[config.mk]
export PLATFORM = sky130hd
export DESIGN_NAME = bittest_unit
export DESIGN_NICKNAME = d
export VERILOG_FILES = /design/src/rtl/bt_pkg.sv /design/src/rtl/bt_ctrl.sv /design/src/rtl/bt_datapath.sv /design/src/rtl/bittest_unit.sv
export SDC_FILE = /design/constraint.sdc
export NUM_CORES = 1
export LEC_CHECK = 0
export BUFFER_PORTS_ARGS = -buffer_cell sky130_fd_sc_hd__buf_2
export CAP_MARGIN = 5
export CORE_UTILIZATION = 30
export CTS_BUF_LIST = sky130_fd_sc_hd__clkbuf_2 sky130_fd_sc_hd__clkbuf_4 sky130_fd_sc_hd__clkbuf_8
export CTS_CLUSTER_SIZE = 14
export DETAILED_ROUTE_END_ITERATION = 8
export GPL_ROUTABILITY_DRIVEN = 1
export GPL_TIMING_DRIVEN = 0
export RECOVER_POWER = 50
export SLEW_MARGIN = 0
export SYNTH_ARGS = -nofsm -noshare
export SYNTH_HDL_FRONTEND = slang
export SYNTH_HIERARCHICAL = 1
export SYNTH_SLANG_ARGS = --single-unit
[constraint.sdc]
create_clock -name clk -period 6.3 [get_ports clk]
set_clock_uncertainty 0.05 [all_clocks]
set_input_delay 1.26 -clock clk [delete_from_list [all_inputs] [get_ports clk]]
set_output_delay 1.26 -clock clk [all_outputs]
set_load 0.01 [all_outputs]
[src/rtl/bt_pkg.sv]
package bt_pkg;

  typedef enum logic [2:0] {
    MODE_IMM,
    MODE_DP,
    MODE_ABS,
    MODE_ABSX,
    MODE_DPX
  } mode_e;

  // strobes from control to datapath
  typedef struct packed {
    logic  load;
    logic  rdLo;
    logic  rdHi;
    logic  commit;
    mode_e mode;
    logic  wide;
  } strobe_t;

  localparam logic [7:0] OPC_IMM  = 8'h89;
  localparam logic [7:0] OPC_DP   = 8'h24;
  localparam logic [7:0] OPC_DPX  = 8'h34;
  localparam logic [7:0] OPC_ABS  = 8'h2C;
  localparam logic [7:0] OPC_ABSX = 8'h3C;

  localparam int FLAG_N = 7;
  localparam int FLAG_V = 6;
  localparam int FLAG_Z = 1;

endpackage

[src/rtl/bt_ctrl.sv]
module bt_ctrl
  import bt_pkg::*;
#(
  parameter int OPC_W = 8,
  parameter int CNT_W = 3
) (
  input  logic             clk,
  input  logic             rst_n,
  input  logic             start,
  input  logic [OPC_W-1:0] opcode,
  input  logic             wideIn,
  input  logic             dpLoNonzero,
  input  logic             pageCarry,
  output strobe_t          stb,
  output logic             busy,
  output logic             done
);

  localparam logic [CNT_W-1:0] FIRST_CYC = CNT_W'(2);

  mode_e            decMode;
  logic             opValid;
  logic [CNT_W-1:0] startTotal;

  mode_e            modeR;
  logic             wideR;
  logic [CNT_W-1:0] cyc;
  logic [CNT_W-1:0] total;
  logic [CNT_W-1:0] loCyc;
  logic             lastCyc;
  logic             memMode;

  always_comb begin
    opValid = 1'b1;
    decMode = MODE_IMM;
    case (opcode)
      OPC_IMM:  decMode = MODE_IMM;
      OPC_DP:   decMode = MODE_DP;
      OPC_DPX:  decMode = MODE_DPX;
      OPC_ABS:  decMode = MODE_ABS;
      OPC_ABSX: decMode = MODE_ABSX;
      default:  opValid = 1'b0;
    endcase
  end

  function automatic logic [CNT_W-1:0] baseCycles(input mode_e m);
    case (m)
      MODE_IMM: return CNT_W'(2);
      MODE_DP:  return CNT_W'(3);
      default:  return CNT_W'(4);
    endcase
  endfunction

  always_comb begin
    startTotal = baseCycles(decMode)
               + CNT_W'(wideIn)
               + CNT_W'((decMode == MODE_DP || decMode == MODE_DPX) && dpLoNonzero)
               + CNT_W'(decMode == MODE_ABSX && pageCarry);
  end

  always_ff @(posedge clk) begin
    if (!rst_n) begin
      busy  <= 1'b0;
      modeR <= MODE_IMM;
      wideR <= 1'b0;
      cyc   <= '0;
      total <= '0;
      done  <= 1'b0;
    end else begin
      done <= lastCyc;
      if (stb.load) begin
        busy  <= 1'b1;
        modeR <= decMode;
        wideR <= wideIn;
        cyc   <= FIRST_CYC;
        total <= startTotal;
      end else if (busy) begin
        if (lastCyc) busy <= 1'b0;
        else         cyc  <= cyc + CNT_W'(1);
      end
    end
  end

  always_comb begin
    lastCyc    = busy && (cyc == total);
    loCyc      = wideR ? total - CNT_W'(1) : total;
    memMode    = (modeR != MODE_IMM);
    stb.load   = !busy && start && opValid;
    stb.rdLo   = busy && memMode && (cyc == loCyc);
    stb.rdHi   = busy && memMode && wideR && lastCyc;
    stb.commit = lastCyc;
    stb.mode   = modeR;
    stb.wide   = wideR;
  end

  // completion is a single-cycle pulse
  assert_done_pulse_R6: assert property (@(posedge clk) disable iff (!rst_n)
    done |=> !done);

  // the counter never runs past its limit
  assert_cycle_bound_R6: assert property (@(posedge clk) disable iff (!rst_n)
    busy |-> (cyc <= total));

  // a start while busy does not reload the mode
  assert_start_ignored_R14: assert property (@(posedge clk) disable iff (!rst_n)
    (busy && start) |=> $stable(modeR));

  // the second byte is read only for a wide accumulator
  assert_hi_needs_wide_R12: assert property (@(posedge clk) disable iff (!rst_n)
    stb.rdHi |-> wideIn || wideR);

endmodule

[src/rtl/bt_datapath.sv]
module bt_datapath
  import bt_pkg::*;
#(
  parameter int BYTE_W = 8
) (
  input  logic                clk,
  input  logic                rst_n,
  input  strobe_t             stb,
  input  logic [BYTE_W-1:0]   opLo,
  input  logic [BYTE_W-1:0]   opHi,
  input  logic [2*BYTE_W-1:0] accIn,
  input  logic [2*BYTE_W-1:0] xIn,
  input  logic [2*BYTE_W-1:0] dpReg,
  input  logic [BYTE_W-1:0]   dataBank,
  input  logic [BYTE_W-1:0]   pIn,
  input  logic [BYTE_W-1:0]   memData,
  output logic [3*BYTE_W-1:0] memAddr,
  output logic                memRd,
  output logic [BYTE_W-1:0]   pOut,
  output logic [1:0]          instLen,
  output logic                pageCarry,
  output logic                dpLoNonzero
);

  localparam int WORD_W = 2 * BYTE_W;
  localparam int ADDR_W = 3 * BYTE_W;

  logic [BYTE_W-1:0] opLoR, opHiR, bankR, pR, loReg;
  logic [WORD_W-1:0] accR, xR, dpR;

  logic              isDp, isIdx, isImm;
  logic [WORD_W-1:0] xAdd, dpEa, dpEa2;
  logic [ADDR_W-1:0] absEa, ea, ea2;
  logic [WORD_W-1:0] operand, masked;
  logic              nBit, vBit;
  logic [BYTE_W-1:0] nextP;
  logic [1:0]        nextLen;
  logic [BYTE_W:0]   lowSum;

  // start-time penalty inputs for the control
  always_comb begin
    lowSum      = {1'b0, opLo} + {1'b0, xIn[BYTE_W-1:0]};
    pageCarry   = lowSum[BYTE_W];
    dpLoNonzero = |dpReg[BYTE_W-1:0];
  end

  always_ff @(posedge clk) begin
    if (!rst_n) begin
      opLoR <= '0; opHiR <= '0; bankR <= '0; pR <= '0;
      accR  <= '0; xR    <= '0; dpR   <= '0;
    end else if (stb.load) begin
      opLoR <= opLo;  opHiR <= opHi;  bankR <= dataBank; pR <= pIn;
      accR  <= accIn; xR    <= xIn;   dpR   <= dpReg;
    end
  end

  // effective address
  always_comb begin
    isDp  = (stb.mode == MODE_DP)   || (stb.mode == MODE_DPX);
    isIdx = (stb.mode == MODE_ABSX) || (stb.mode == MODE_DPX);
    isImm = (stb.mode == MODE_IMM);
    xAdd  = isIdx ? xR : '0;
    dpEa  = dpR + {{BYTE_W{1'b0}}, opLoR} + xAdd;
    dpEa2 = dpEa + WORD_W'(1);
    absEa = {bankR, opHiR, opLoR} + {{BYTE_W{1'b0}}, xAdd};
    ea    = isDp ? {{BYTE_W{1'b0}}, dpEa}  : absEa;
    ea2   = isDp ? {{BYTE_W{1'b0}}, dpEa2} : absEa + ADDR_W'(1);
    memAddr = stb.rdHi ? ea2 : ea;
    memRd   = stb.rdLo || stb.rdHi;
  end

  always_ff @(posedge clk) begin
    if (!rst_n)         loReg <= '0;
    else if (stb.rdLo)  loReg <= memData;
  end

  // operand assembly and flag evaluation
  always_comb begin
    if (isImm)         operand = {opHiR, opLoR};
    else if (stb.wide) operand = {memData, loReg};
    else               operand = {{BYTE_W{1'b0}}, memData};

    if (stb.wide) begin
      masked = accR & operand;
      nBit   = operand[WORD_W-1];
      vBit   = operand[WORD_W-2];
    end else begin
      masked = {{BYTE_W{1'b0}}, accR[BYTE_W-1:0] & operand[BYTE_W-1:0]};
      nBit   = operand[BYTE_W-1];
      vBit   = operand[BYTE_W-2];
    end

    nextP         = pR;
    nextP[FLAG_Z] = (masked == '0);
    if (!isImm) begin
      nextP[FLAG_N] = nBit;
      nextP[FLAG_V] = vBit;
    end

    case (stb.mode)
      MODE_IMM:          nextLen = stb.wide ? 2'd3 : 2'd2;
      MODE_DP, MODE_DPX: nextLen = 2'd2;
      default:           nextLen = 2'd3;
    endcase
  end

  always_ff @(posedge clk) begin
    if (!rst_n) begin
      pOut    <= '0;
      instLen <= '0;
    end else if (stb.commit) begin
      pOut    <= nextP;
      instLen <= nextLen;
    end
  end

  // high byte follows the low byte at the next address
  assert_hi_after_lo_R12: assert property (@(posedge clk) disable iff (!rst_n)
    stb.rdHi |-> $past(stb.rdLo) &&
      (memAddr[WORD_W-1:0] == $past(memAddr[WORD_W-1:0]) + WORD_W'(1)));

  // immediate completion never touches memory
  assert_imm_noread_R4: assert property (@(posedge clk) disable iff (!rst_n)
    (stb.commit && isImm) |-> !memRd);

  // status only moves on a commit
  assert_flags_hold_R5: assert property (@(posedge clk) disable iff (!rst_n)
    !stb.commit |=> $stable(pOut));

  // direct page reads stay in bank zero
  assert_dp_bank0_R10: assert property (@(posedge clk) disable iff (!rst_n)
    (memRd && isDp) |-> (memAddr[ADDR_W-1:WORD_W] == '0));

endmodule

[src/rtl/bittest_unit.sv]
module bittest_unit
  import bt_pkg::*;
(
  input  logic        clk,
  input  logic        rst_n,
  input  logic        start,
  input  logic [7:0]  opcode,
  input  logic [7:0]  opLo,
  input  logic [7:0]  opHi,
  input  logic [15:0] accIn,
  input  logic [15:0] xIn,
  input  logic [15:0] dpReg,
  input  logic [7:0]  dataBank,
  input  logic        wideAcc,
  input  logic [7:0]  pIn,
  input  logic [7:0]  memData,
  output logic [23:0] memAddr,
  output logic        memRd,
  output logic        done,
  output logic [7:0]  pOut,
  output logic [1:0]  instLen
);

  strobe_t stb;
  logic    busy;
  logic    pageCarry;
  logic    dpLoNonzero;

  bt_ctrl #(.OPC_W(8), .CNT_W(3)) u_ctrl (
    .clk         (clk),
    .rst_n       (rst_n),
    .start       (start),
    .opcode      (opcode),
    .wideIn      (wideAcc),
    .dpLoNonzero (dpLoNonzero),
    .pageCarry   (pageCarry),
    .stb         (stb),
    .busy        (busy),
    .done        (done)
  );

  bt_datapath #(.BYTE_W(8)) u_dp (
    .clk         (clk),
    .rst_n       (rst_n),
    .stb         (stb),
    .opLo        (opLo),
    .opHi        (opHi),
    .accIn       (accIn),
    .xIn         (xIn),
    .dpReg       (dpReg),
    .dataBank    (dataBank),
    .pIn         (pIn),
    .memData     (memData),
    .memAddr     (memAddr),
    .memRd       (memRd),
    .pOut        (pOut),
    .instLen     (instLen),
    .pageCarry   (pageCarry),
    .dpLoNonzero (dpLoNonzero)
  );

  // reads only happen inside an instruction
  assert_read_in_busy_R12: assert property (@(posedge clk) disable iff (!rst_n)
    memRd |-> busy);

endmodule

==> key figures <==
Outcome
  • Status: finished, violations left
  • Failing checks: negative setup slack

Drt
  • Antenna-violating nets left: 0
  • Vias per cell: 5.036
  • Remaining DRCs: 0
  • Vias: ~8000
  • Drt first pass iters: 4
  • Drt wl/cell: 16.98 um
  • Initial DRC count: approximately 350
  • Routed Wire Length: 26.22 mm

Floorplanning
  • Die area: ~29000 um2
  • Rows: a little over 60
  • Die height: 170.4 um
  • I/O pin count: 136
  • Die width: 170.4 um
  • Initial core utilization: 0.3055
  • CORE AREA: 27860 um2

Critical path
  • Arr. time, crit path: about 5 ns
  • CP Cell Sequence: or3b_4 > nand2_4 > buf_8 > clkbuf_16 > and2_4 > fa_1 > ha_2 > fa_2 > a21o_1 > a21oi_2 > o211ai_1 > a21oi_2 > nand4_1 > a31oi_4 > nand4_1 > or3_1 > a31o_1 > a21oi_2 > buf_2
  • CP startpoint kind: flip-flop
  • Worst path bufs/invs: 3
  • CP delay by family, top: compound AO/OA/AOI/OAI gates
  • Kind of critical path: reg2out
  • Critical-path top delay cell: or3b_4
  • Crit path largest cell delay: about 0.42 ns
  • Critical Path RT: 4.99 ns
  • CP Capture Type: output pin
  • Cell mode on critical path: a21oi_2
  • Worst-path maximum fanout: 8

Clock network
  • CTS tree: built
  • Clock root buffer: clkbuf_8
  • CTS Sinks: 109
  • Clock latency on the worst-skew pair: 0.39 ns
  • # H-tree levels: 3
  • Hold_buf cts: 0
  • Clock Path Buffers: 2
  • Total CTS buffers: 9
  • Worst-path clk slew: roughly 0.11 ns

Finish
  • Net count reported at finish: around 1300
  • Layout cells sized above 1: 0.2249
  • Post-route design area: roughly 10000 um2
  • Final core occ: 0.3718
  • Synth-to-Final Area Change: 21.72%

Power
  • Pint: approximately 940 uW
  • Maximum vdd drop: between 100 and 150 uV
  • Seq pwr share: 0.554
  • NetSw: slightly above 300 uW
  • PwrDens: 120.9 nW/um2
  • Final Power: about 1.3 mW
  • Net Sw Frac: 0.2485
  • Pleak: 3.951 nW
  • Clock power frac: 0.362
  • Combinational fraction of design power: 0.084

Synth
  • Post-synth EDFFs: 0
  • Distinct cells, synth: around 100
  • Seq/Total Area, Yosys: 0.2564
  • Yosys top cell by area: dfxtp_1
  • Syn Nets: roughly 1100
  • Top-area cell type share of the netlist area: 0.2564
  • Synth Area per Inst: 8.648 um2
  • Cells after synthesis: ~1000
  • Async SR Flop Fraction: 0
  • Ys Warns: 6
  • Top_reg_cell synth: dfxtp_1
  • Top cells by area, synth: dfxtp_1 26%, mux2i_1 11%, nor2b_1 7.6%
  • FF+latch count, synth: 109
  • Synth Cell Area: about 8500 um2

Flow run
  • Max Cap Viol: 0

Timing
  • Final worst-path cycle share: 1.003
  • Fmax: 158.2 MHz
  • Max-slew violation count: 0
  • Slew margin rel.: 0.3360
  • RSZ-0062 raised after global routing: yes
  • Slew of the pin with the lowest slew margin: ~0.99 ns
  • Final Hold Viols: 0
  • Setup ws final: -0.01915 ns
  • Crit path time final: roughly 6.3 ns
  • Final Setup Violations: 1

Global routing
  • Tot GR Track Use: 0.1825
  • First-pass GRT wire length: about 41 mm
  • Congestion Overflow GR: 0
  • Initial antenna violation count: 2
  • Largest net degree at the start of global routing: 19
  • Vias in the first global route: between 7000 and 8000

Placed design
  • DP HPWL: ~21 mm
  • Port bufs: about 130
  • Dpl ws: -1.083 ns
  • GPL Wtd Cong: between 0.8 and 0.9
  • DP Area: 9653 um2

Hold path
  • Hold Path Class: reg2reg
placed cells by master (no fill, tap or decap), drive strengths merged, types with 11 or more instances in the layout:
master and n:
buf 168, dfxtp 109, nor2b 103, mux2i 95, nand2 66, clkbuf 66
nor2 58, ha 42, xnor2 41, a21oi 34, o21ai 31, inv 28
xor2 28, and2 24, nand3 22, nor3 15, a22oi 14, fa 12
o211ai 11
layout make-up:
class / count / area [um2]
tap: 378 / 473.0
sequential: 109 / 2193
buffer: 54 / 257.7
timing repair buffer: 170 / 935.9
clock inverter: 6 / 71.32
fill: 2880 / 17500
antenna: 1 / 2.502
clock buffer: 10 / 137.6
inverter: 27 / 101.3
multi-input combinational: 789 / 6185
synthesized netlist by cell type (all sizes together) (10+ instances only):
library cell and count:
nor3 15, nand3 22, nand2 66, nand2b 10, clkbuf 36, xor2 28, a21o 10, o211ai 11
buf 23, a22oi 14, nor2 58, a21oi 34, and2 24, dfxtp 109, o21ai 31, mux2i 95
xnor2 41, ha 42, nor2b 103, fa 12, inv 27
flip-flops by register name, summed over array words and instances (netlist names), 2 cells and up:
name,cells
u_ctrl/cyc,3
u_ctrl/modeR,3
u_ctrl/total,3
u_dp/accR,16
u_dp/bankR,8
u_dp/dpR,16
u_dp/instLen,2
u_dp/loReg,8
u_dp/opHiR,8
u_dp/opLoR,8
u_dp/pOut,8
u_dp/pR,7
u_dp/xR,16
logic make-up after synthesis:
kind of cell / after synthesis / share of synthesized area
AOI/OAI and AO/OA: 188 / 0.1614
xor gates and xnor gates: 69 / 0.07102
and+or+nand+nor: 374 / 0.2529
DFF: 109 / 0.2564
muxes: 104 / 0.1250
adders and majority gates: 54 / 0.08999
buffers and inverters: 86 / 0.04323
power groups by stage:
stage,registers [mW],clock network (mW),logic [mW]
3_3_place_gp,0.711,0,0.104
5_1_grt,0.694,0.499,0.115
3_5_place_dp,0.711,0,0.105
2_1_floorplan,0.710,0,0.0469
6_report,0.694,0.453,0.105
4_1_cts,0.694,0.468,0.106
metal layers:
layer	global-route usage	up-vias	routed length (um)
met2	0.3117	164	12270
met5	0	-	0
met3	0.02977	27	1140
li1	-	3888	-
met4	0.04818	0	465
met1	0.2367	3697	12340
final timing paths:
kind	from	to	slack [ns]	depth (start not counted)
max	u_ctrl/modeR[2]	memAddr[15]	-0.02	19
min	u_dp/pR[7]	u_dp/pOut[7]	0.43	2
max reg2reg	u_ctrl/busy	u_dp/xR[3]	3.05	8
min reg2reg	u_dp/pR[7]	u_dp/pOut[7]	0.43	2
through the flow:
| stage | hold WS (ns) | std cells | setup TNS [ns] |
|---|---|---|---|
| 2_1_floorplan | 0.4000 | 984 | 0 |
| 3_3_place_gp | 0.4206 | 1496 | -4.558 |
| 3_5_place_dp | 0.4234 | 1496 | -4.824 |
| 4_1_cts | 0.4406 | 1532 | 0 |
| 5_1_grt | 0.4560 | 1543 | -0.6517 |
| 6_report | 0.4334 | 1544 | -0.01915 |
worst reg2reg max path, cell delays in order, from the launching register on:
cell	delay (ns)
dfxtp_1	0.36
and2b_4	0.27
o21ai_0	0.13
inv_1	0.17
clkbuf_1	0.48
clkbuf_1	0.61
buf_1	0.76
mux2i_1	0.27
nor2b_1	0.07
repair_timing:
action | 4_1_cts | 5_1_grt
setup endpoints to repair | 18 | 11
endpoints found under the hold margin | 0 | 0
pin swaps | 26 | 9
resized for setup | 45 | 24
setup buffers | 24 | 15
No activity file was read; power rests on OpenSTA's default activity.
